**src/rtl/addsub_flag_pkg.sv**
```systemverilog
package addsub_flag_pkg;

    typedef enum logic [3:0] {
        OP_ADD    = 4'd0,
        OP_SUBF   = 4'd1,
        OP_ADDC   = 4'd2,
        OP_SUBFC  = 4'd3,
        OP_ADDE   = 4'd4,
        OP_SUBFE  = 4'd5,
        OP_ADDME  = 4'd6,
        OP_SUBFME = 4'd7,
        OP_ADDZE  = 4'd8,
        OP_SUBFZE = 4'd9,
        OP_NEG    = 4'd10,
        OP_ADDI   = 4'd11,
        OP_ADDIS  = 4'd12,
        OP_ADDIC  = 4'd13,
        OP_SUBFIC = 4'd14
    } addsub_op_e;

endpackage

```
**src/rtl/afu_operand_sel.sv**
```systemverilog
module afu_operand_sel
    import addsub_flag_pkg::*;
#(
    parameter int XLEN  = 64,
    parameter int IMM_W = 16,
    parameter int SHIFT = 16
) (
    input  addsub_op_e       op,
    input  logic [XLEN-1:0]  a,
    input  logic [XLEN-1:0]  b,
    input  logic [IMM_W-1:0] imm,
    input  logic             ra_zero,
    input  logic             ca_bit,
    output logic [XLEN-1:0]  a_eff,
    output logic [XLEN-1:0]  b_eff,
    output logic             cin,
    output logic             ca_write
);
    localparam int EXT_W = XLEN - IMM_W;
    localparam int SH_EXT_W = XLEN - IMM_W - SHIFT;

    logic [XLEN-1:0] simm;
    logic [XLEN-1:0] simm_sh;
    logic [XLEN-1:0] a_or_zero;

    always_comb begin
        simm      = {{EXT_W{imm[IMM_W-1]}}, imm};
        simm_sh   = {{SH_EXT_W{imm[IMM_W-1]}}, imm, {SHIFT{1'b0}}};
        a_or_zero = ra_zero ? '0 : a;
        a_eff     = a;
        b_eff     = b;
        cin       = 1'b0;
        ca_write  = 1'b0;
        unique case (op)
            OP_SUBF:   begin a_eff = ~a; cin = 1'b1; end
            OP_ADDC:   begin ca_write = 1'b1; end
            OP_SUBFC:  begin a_eff = ~a; cin = 1'b1; ca_write = 1'b1; end
            OP_ADDE:   begin cin = ca_bit; ca_write = 1'b1; end
            OP_SUBFE:  begin a_eff = ~a; cin = ca_bit; ca_write = 1'b1; end
            OP_ADDME:  begin b_eff = '1; cin = ca_bit; ca_write = 1'b1; end
            OP_SUBFME: begin a_eff = ~a; b_eff = '1; cin = ca_bit; ca_write = 1'b1; end
            OP_ADDZE:  begin b_eff = '0; cin = ca_bit; ca_write = 1'b1; end
            OP_SUBFZE: begin a_eff = ~a; b_eff = '0; cin = ca_bit; ca_write = 1'b1; end
            OP_NEG:    begin a_eff = ~a; b_eff = '0; cin = 1'b1; end
            OP_ADDI:   begin a_eff = a_or_zero; b_eff = simm; end
            OP_ADDIS:  begin a_eff = a_or_zero; b_eff = simm_sh; end
            OP_ADDIC:  begin b_eff = simm; ca_write = 1'b1; end
            OP_SUBFIC: begin a_eff = ~a; b_eff = simm; cin = 1'b1; ca_write = 1'b1; end
            default:   begin end
        endcase
    end
endmodule

```
**src/rtl/afu_carry_adder.sv**
```systemverilog
module afu_carry_adder #(
    parameter int XLEN = 64,
    parameter int HALF = 32
) (
    input  logic [XLEN-1:0] a_eff,
    input  logic [XLEN-1:0] b_eff,
    input  logic            cin,
    output logic [XLEN-1:0] sum,
    output logic [1:0]      carry,
    output logic [1:0]      ovf
);
    logic [XLEN:0] full;
    logic [HALF:0] low;
    logic          same_hi;
    logic          same_lo;

    always_comb begin
        full    = {1'b0, a_eff} + {1'b0, b_eff} + {{XLEN{1'b0}}, cin};
        low     = {1'b0, a_eff[HALF-1:0]} + {1'b0, b_eff[HALF-1:0]} + {{HALF{1'b0}}, cin};
        sum     = full[XLEN-1:0];
        carry   = {low[HALF], full[XLEN]};
        same_hi = ~(a_eff[XLEN-1] ^ b_eff[XLEN-1]);
        same_lo = ~(a_eff[HALF-1] ^ b_eff[HALF-1]);
        ovf[0]  = (full[XLEN] ^ full[XLEN-1]) & same_hi;
        ovf[1]  = (low[HALF] ^ low[HALF-1]) & same_lo;
    end
endmodule

```
**src/rtl/afu_cond_gen.sv**
```systemverilog
module afu_cond_gen #(
    parameter int XLEN = 64
) (
    input  logic [XLEN-1:0] sum,
    input  logic            so,
    output logic [3:0]      cond
);
    logic is_neg;
    logic is_zero;

    always_comb begin
        is_neg  = sum[XLEN-1];
        is_zero = (sum == '0);
        cond    = {is_neg, ~is_neg & ~is_zero, is_zero, so};
    end
endmodule

```
**src/rtl/addsub_flag_unit.sv**
```systemverilog
module addsub_flag_unit
    import addsub_flag_pkg::*;
#(
    parameter int XLEN  = 64,
    parameter int HALF  = 32,
    parameter int IMM_W = 16,
    parameter int SHIFT = 16
) (
    input  logic             clk,
    input  logic             rst_n,
    input  logic             in_valid,
    input  logic [3:0]       op,
    input  logic [XLEN-1:0]  a,
    input  logic [XLEN-1:0]  b,
    input  logic [IMM_W-1:0] imm,
    input  logic             ra_zero,
    input  logic [1:0]       ca_in,
    input  logic [1:0]       ov_in,
    input  logic             so_in,
    input  logic             oe,
    input  logic             rc,
    output logic             res_valid,
    output logic [XLEN-1:0]  result,
    output logic [1:0]       ca_out,
    output logic             ca_we,
    output logic [1:0]       ov_out,
    output logic             ov_we,
    output logic             so_out,
    output logic [3:0]       cr_out,
    output logic             cr_we
);
    typedef struct packed {
        logic            valid;
        logic [XLEN-1:0] result;
        logic [1:0]      ca;
        logic            ca_we;
        logic [1:0]      ov;
        logic            ov_we;
        logic            so;
        logic [3:0]      cr;
        logic            cr_we;
    } stage_t;

    stage_t st_d;
    stage_t st_q;

    logic [XLEN-1:0] a_eff;
    logic [XLEN-1:0] b_eff;
    logic            cin;
    logic            ca_write;
    logic [XLEN-1:0] sum;
    logic [1:0]      carry;
    logic [1:0]      ovf;
    logic            so_next;
    logic [3:0]      cond;

    afu_operand_sel #(.XLEN(XLEN), .IMM_W(IMM_W), .SHIFT(SHIFT)) u_sel (
        .op       (addsub_op_e'(op)),
        .a        (a),
        .b        (b),
        .imm      (imm),
        .ra_zero  (ra_zero),
        .ca_bit   (ca_in[0]),
        .a_eff    (a_eff),
        .b_eff    (b_eff),
        .cin      (cin),
        .ca_write (ca_write)
    );

    afu_carry_adder #(.XLEN(XLEN), .HALF(HALF)) u_add (
        .a_eff (a_eff),
        .b_eff (b_eff),
        .cin   (cin),
        .sum   (sum),
        .carry (carry),
        .ovf   (ovf)
    );

    assign so_next = so_in | (oe & ovf[0]);

    afu_cond_gen #(.XLEN(XLEN)) u_cond (
        .sum  (sum),
        .so   (so_next),
        .cond (cond)
    );

    always_comb begin
        st_d        = '0;
        st_d.valid  = in_valid;
        if (in_valid) begin
            st_d.result = sum;
            st_d.ca     = ca_write ? carry : ca_in;
            st_d.ca_we  = ca_write;
            st_d.ov     = oe ? ovf : ov_in;
            st_d.ov_we  = oe;
            st_d.so     = so_next;
            st_d.cr     = cond;
            st_d.cr_we  = rc;
        end
    end

    always_ff @(posedge clk) begin
        if (!rst_n) begin
            st_q <= '0;
        end else begin
            st_q <= st_d;
        end
    end

    assign res_valid = st_q.valid;
    assign result    = st_q.result;
    assign ca_out    = st_q.ca;
    assign ca_we     = st_q.ca_we;
    assign ov_out    = st_q.ov;
    assign ov_we     = st_q.ov_we;
    assign so_out    = st_q.so;
    assign cr_out    = st_q.cr;
    assign cr_we     = st_q.cr_we;
endmodule

```
**config.mk**
```make
export PLATFORM = sky130hd
export DESIGN_NAME = addsub_flag_unit
export DESIGN_NICKNAME = d
export VERILOG_FILES = /design/src/rtl/addsub_flag_pkg.sv /design/src/rtl/afu_operand_sel.sv /design/src/rtl/afu_carry_adder.sv /design/src/rtl/afu_cond_gen.sv /design/src/rtl/addsub_flag_unit.sv
export SDC_FILE = /design/constraint.sdc
export NUM_CORES = 1
export LEC_CHECK = 0
export ABC_AREA = 1
export BUFFER_PORTS_ARGS = -buffer_cell sky130_fd_sc_hd__buf_2
export CAP_MARGIN = 0
export CORE_ASPECT_RATIO = 1.1
export CORE_MARGIN = 4
export CORE_UTILIZATION = 61
export CTS_BUF_LIST = sky130_fd_sc_hd__clkbuf_16
export CTS_CLUSTER_DIAMETER = 60
export DETAILED_ROUTE_END_ITERATION = 8
export HOLD_SLACK_MARGIN = 0.12
export PLACE_DENSITY = 0.95
export SLEW_MARGIN = 10
export SYNTH_ARGS = -nofsm -noshare
export SYNTH_HDL_FRONTEND = slang
export SYNTH_SLANG_ARGS = --single-unit
```
**constraint.sdc**
```tcl
create_clock -name clk -period 5.25 [get_ports clk]
set_input_delay 0.525 -clock clk [delete_from_list [all_inputs] [get_ports clk]]
set_output_delay 0.525 -clock clk [all_outputs]
set_load 0.02 [all_outputs]
```
==> impl_metrics.json <==
{
  "crit_family": "simple AND/OR/NAND/NOR gates",
  "wl_per_cell_um": 16.5,
  "cap_violations": 0,
  "syn_nets": 2282,
  "hold_depth": 3,
  "die_h_um": 145,
  "path_clk_slew_ns": 0.07,
  "synth_area_leader_cell": "nand2_1",
  "power_density_nw_per_um2": 317,
  "cts_buffer_depth": 2,
  "dpl.cell_count": 2474,
  "fillers": 1506,
  "grt_pass1_vias": 13000,
  "power.share.clock_pct": 16.7,
  "hold_end": "cr_we",
  "drt_iter0_drc": 1325,
  "postCtsSetupBuffers": 0,
  "worst_ep_arrival_time_ns": 4.96,
  "p_int_mw": 1.72,
  "hpwlAfterDp_mm": 34.5,
  "fin_nets": 2505,
  "hp-start": "rc",
  "ant_nets": 0,
  "slowest_delay_ns": 0.50,
  "ys.warnings.count": 0,
  "pin_count": 236,
  "die-area_sq_um": 19200,
  "slew_viol_final": 0,
  "synth-edff-count": 0,
  "cts_tree": "yes",
  "overflow": 0,
  "cp_max_fo": 22,
  "netSwitchingFraction_pct": 55.1,
  "cts_buffers": 9,
  "synthArstFlopShare_pct": 0,
  "max_freq_mhz": 213,
  "power_mw": 3.84,
  "layoutNonFillerInstCount": 2490,
  "yosysMostFrequentCell": "nand2_1",
  "path_buf_inv": 6,
  "utilization_pct": 73.0,
  "synth.area.top_cells": "nand2_1, inv_1, dfxtp_1",
  "final_hold_viol_count": 0,
  "hold_buffers": 0,
  "cts_resized": 0,
  "cp.required_ns": 5.52,
  "drive_above_1_share_pct": 14.6,
  "pwr-share-seq_pct": 17.1,
  "p_comb_share_pct": 66.2,
  "area_growth_pct": 16.3,
  "antenna_found_initial": 0,
  "p_leak_nw": 7.60,
  "wl_mm": 41.1,
  "yosys-top-cells-count": "nand2_1, inv_1, nor2_1",
  "ys_ff_latch": 75,
  "syn-cell-area_sq_um": 10400,
  "setup_viol": 0,
  "ir_drop_mv": 0.186,
  "cpMostUsedCell": "nand2_1",
  "power_switching_mw": 2.11,
  "critPathCaptureType": "flip-flop",
  "place_congestion": 1.09,
  "slowest_stage": "a21oi_1",
  "vias_per_cell": 5.53,
  "portBuffers": 235,
  "grt_pass1_wl_mm": 63.4,
  "setup_tns_ns": 0,
  "post-route-period-util_pct": 89.4,
  "rsz0062_at_grt": "no",
  "tightest_slew_ns": 0.863,
  "grtUsageTotal_pct": 41.6,
  "first_pass_iters": 6,
  "core_area_sq_um": 16600,
  "syn_inst": 2058,
  "die-width_um": 132,
  "grt_max_degree": 73,
  "cp-start-kind": "primary input",
  "yosysTopAreaCellShare_pct": 27.4,
  "status": "complete, no violations",
  "num_rows": 49,
  "avgSynthCellArea_sq_um": 5.05,
  "finalCriticalPeriod_ns": 4.69,
  "cts_root_buf": "clkbuf_16",
  "ys_types": 40,
  "start_util_pct": 62.8,
  "yosysSeqAreaShare_pct": 14.5,
  "crit_type": "primary input to flip-flop",
  "synth_ff_type": "dfxtp_1",
  "min-delay-path-class": "primary input to flip-flop",
  "relSlewSlack_pct": 42.3,
  "drcViolationCount": 0,
  "cts.sinks": 75,
  "dr_total_vias": 13800,
  "diodes": 0,
  "cts_max_level": 3
}
-- routing by layer --
layer,track usage [%],up-vias,routed length [um]
met5,0,-,0
met4,34.6,0,4020
met3,7.75,261,3570
met2,74.2,866,19300
met1,42.7,5934,14200
li1,-,6716,-
-- power by group through the flow --
stage	combinational (mW)	clock, mW	sequential (mW)
6_report	2.54	0.640	0.658
4_1_cts	2.44	0.630	0.657
3_3_place_gp	2.38	0	0.667
3_5_place_dp	2.42	0	0.670
5_1_grt	2.77	0.652	0.664
2_1_floorplan	1.58	0	0.760
-- sequential cells by signal, indices dropped and copies added, names as in the netlist --
| register | cells |
|---|---|
| result | 64 |
| ca_we | 1 |
| ov_we | 1 |
| ca_out | 2 |
| cr_we | 1 |
| ov_out | 2 |
| res_valid | 1 |
| cr_out | 3 |
-- layout make-up --
type	count	area, sq um	share of cell area, %
multi-input cells	1526	7180	59.4
inverters	422	1580	13.1
flip-flops and latches	75	1500	12.4
repair buffers	247	1280	10.6
well taps	204	255	2.11
clock buffers	9	225	1.86
clock inverters	7	60.1	0.497
-- how the worst max path moves through the flow --
| stage | start | end | slack [ns] | cells past startpoint |
|---|---|---|---|---|
| 2_1_floorplan | op[2] | cr_out[2] | 1.51 | 25 |
| 5_1_grt | op[1] | cr_out[1] | 0.10 | 31 |
| 3_5_place_dp | op[0] | ov_out[0] | 0.39 | 26 |
| 3_3_place_gp | op[0] | cr_out[1] | 0.56 | 30 |
| 4_1_cts | op[0] | ov_out[0] | 0.71 | 26 |
| 6_report | op[0] | ov_out[0] | 0.56 | 26 |
-- placed cells by master, fill, tap and decap left out, drive strengths merged --
cell	netlist	final
a221o	4	4
o211ai	12	12
o21ai	60	60
clkbuf	31	9
o31ai	1	1
xor2	4	4
a31oi	1	1
o21bai	5	5
nor3b	1	1
clkinvlp	0	3
clkinv	1	1
a221oi	1	1
nor4	5	5
nor3	13	13
nor2	297	297
dfxtp	75	75
a211oi	2	2
and2	2	2
and3	4	4
nand3b	9	9
nand4	23	23
xnor2	6	6
nand3	97	97
nand2	777	777
fa	2	2
inv	421	425
ha	63	63
or2	1	1
buf	4	247
a21oi	136	136
-- kinds of logic (layout without fill, tap and decap cells) --
logic type,after synthesis,count (layout),share of synthesized area [%]
XOR/XNOR,10,10,0.843
flip-flops,75,75,14.5
buffers and inverters,457,685,16.6
AND/OR/NAND/NOR,1229,1229,48.6
adder cells (fa/ha/maj),65,65,7.97
AO/OA/AOI/OAI,222,222,11.5
-- stage by stage --
| stage | setup slack [ns] | hold slack (ns) | instance area, sq um |
|---|---|---|---|
| 2_1_floorplan | 1.51 | 0.637 | 10400 |
| 3_3_place_gp | 0.558 | 0.742 | 11800 |
| 3_5_place_dp | 0.389 | 0.772 | 11800 |
| 4_1_cts | 0.706 | 0.414 | 12100 |
| 5_1_grt | 0.103 | 0.426 | 12100 |
| 6_report | 0.558 | 0.408 | 12100 |
-- tightest hold or removal path, stage by stage --
cell    delay [ns]
buf_2         0.09
inv_1         0.04
nor2_1        0.05
Power figures use the tool's default switching activity.
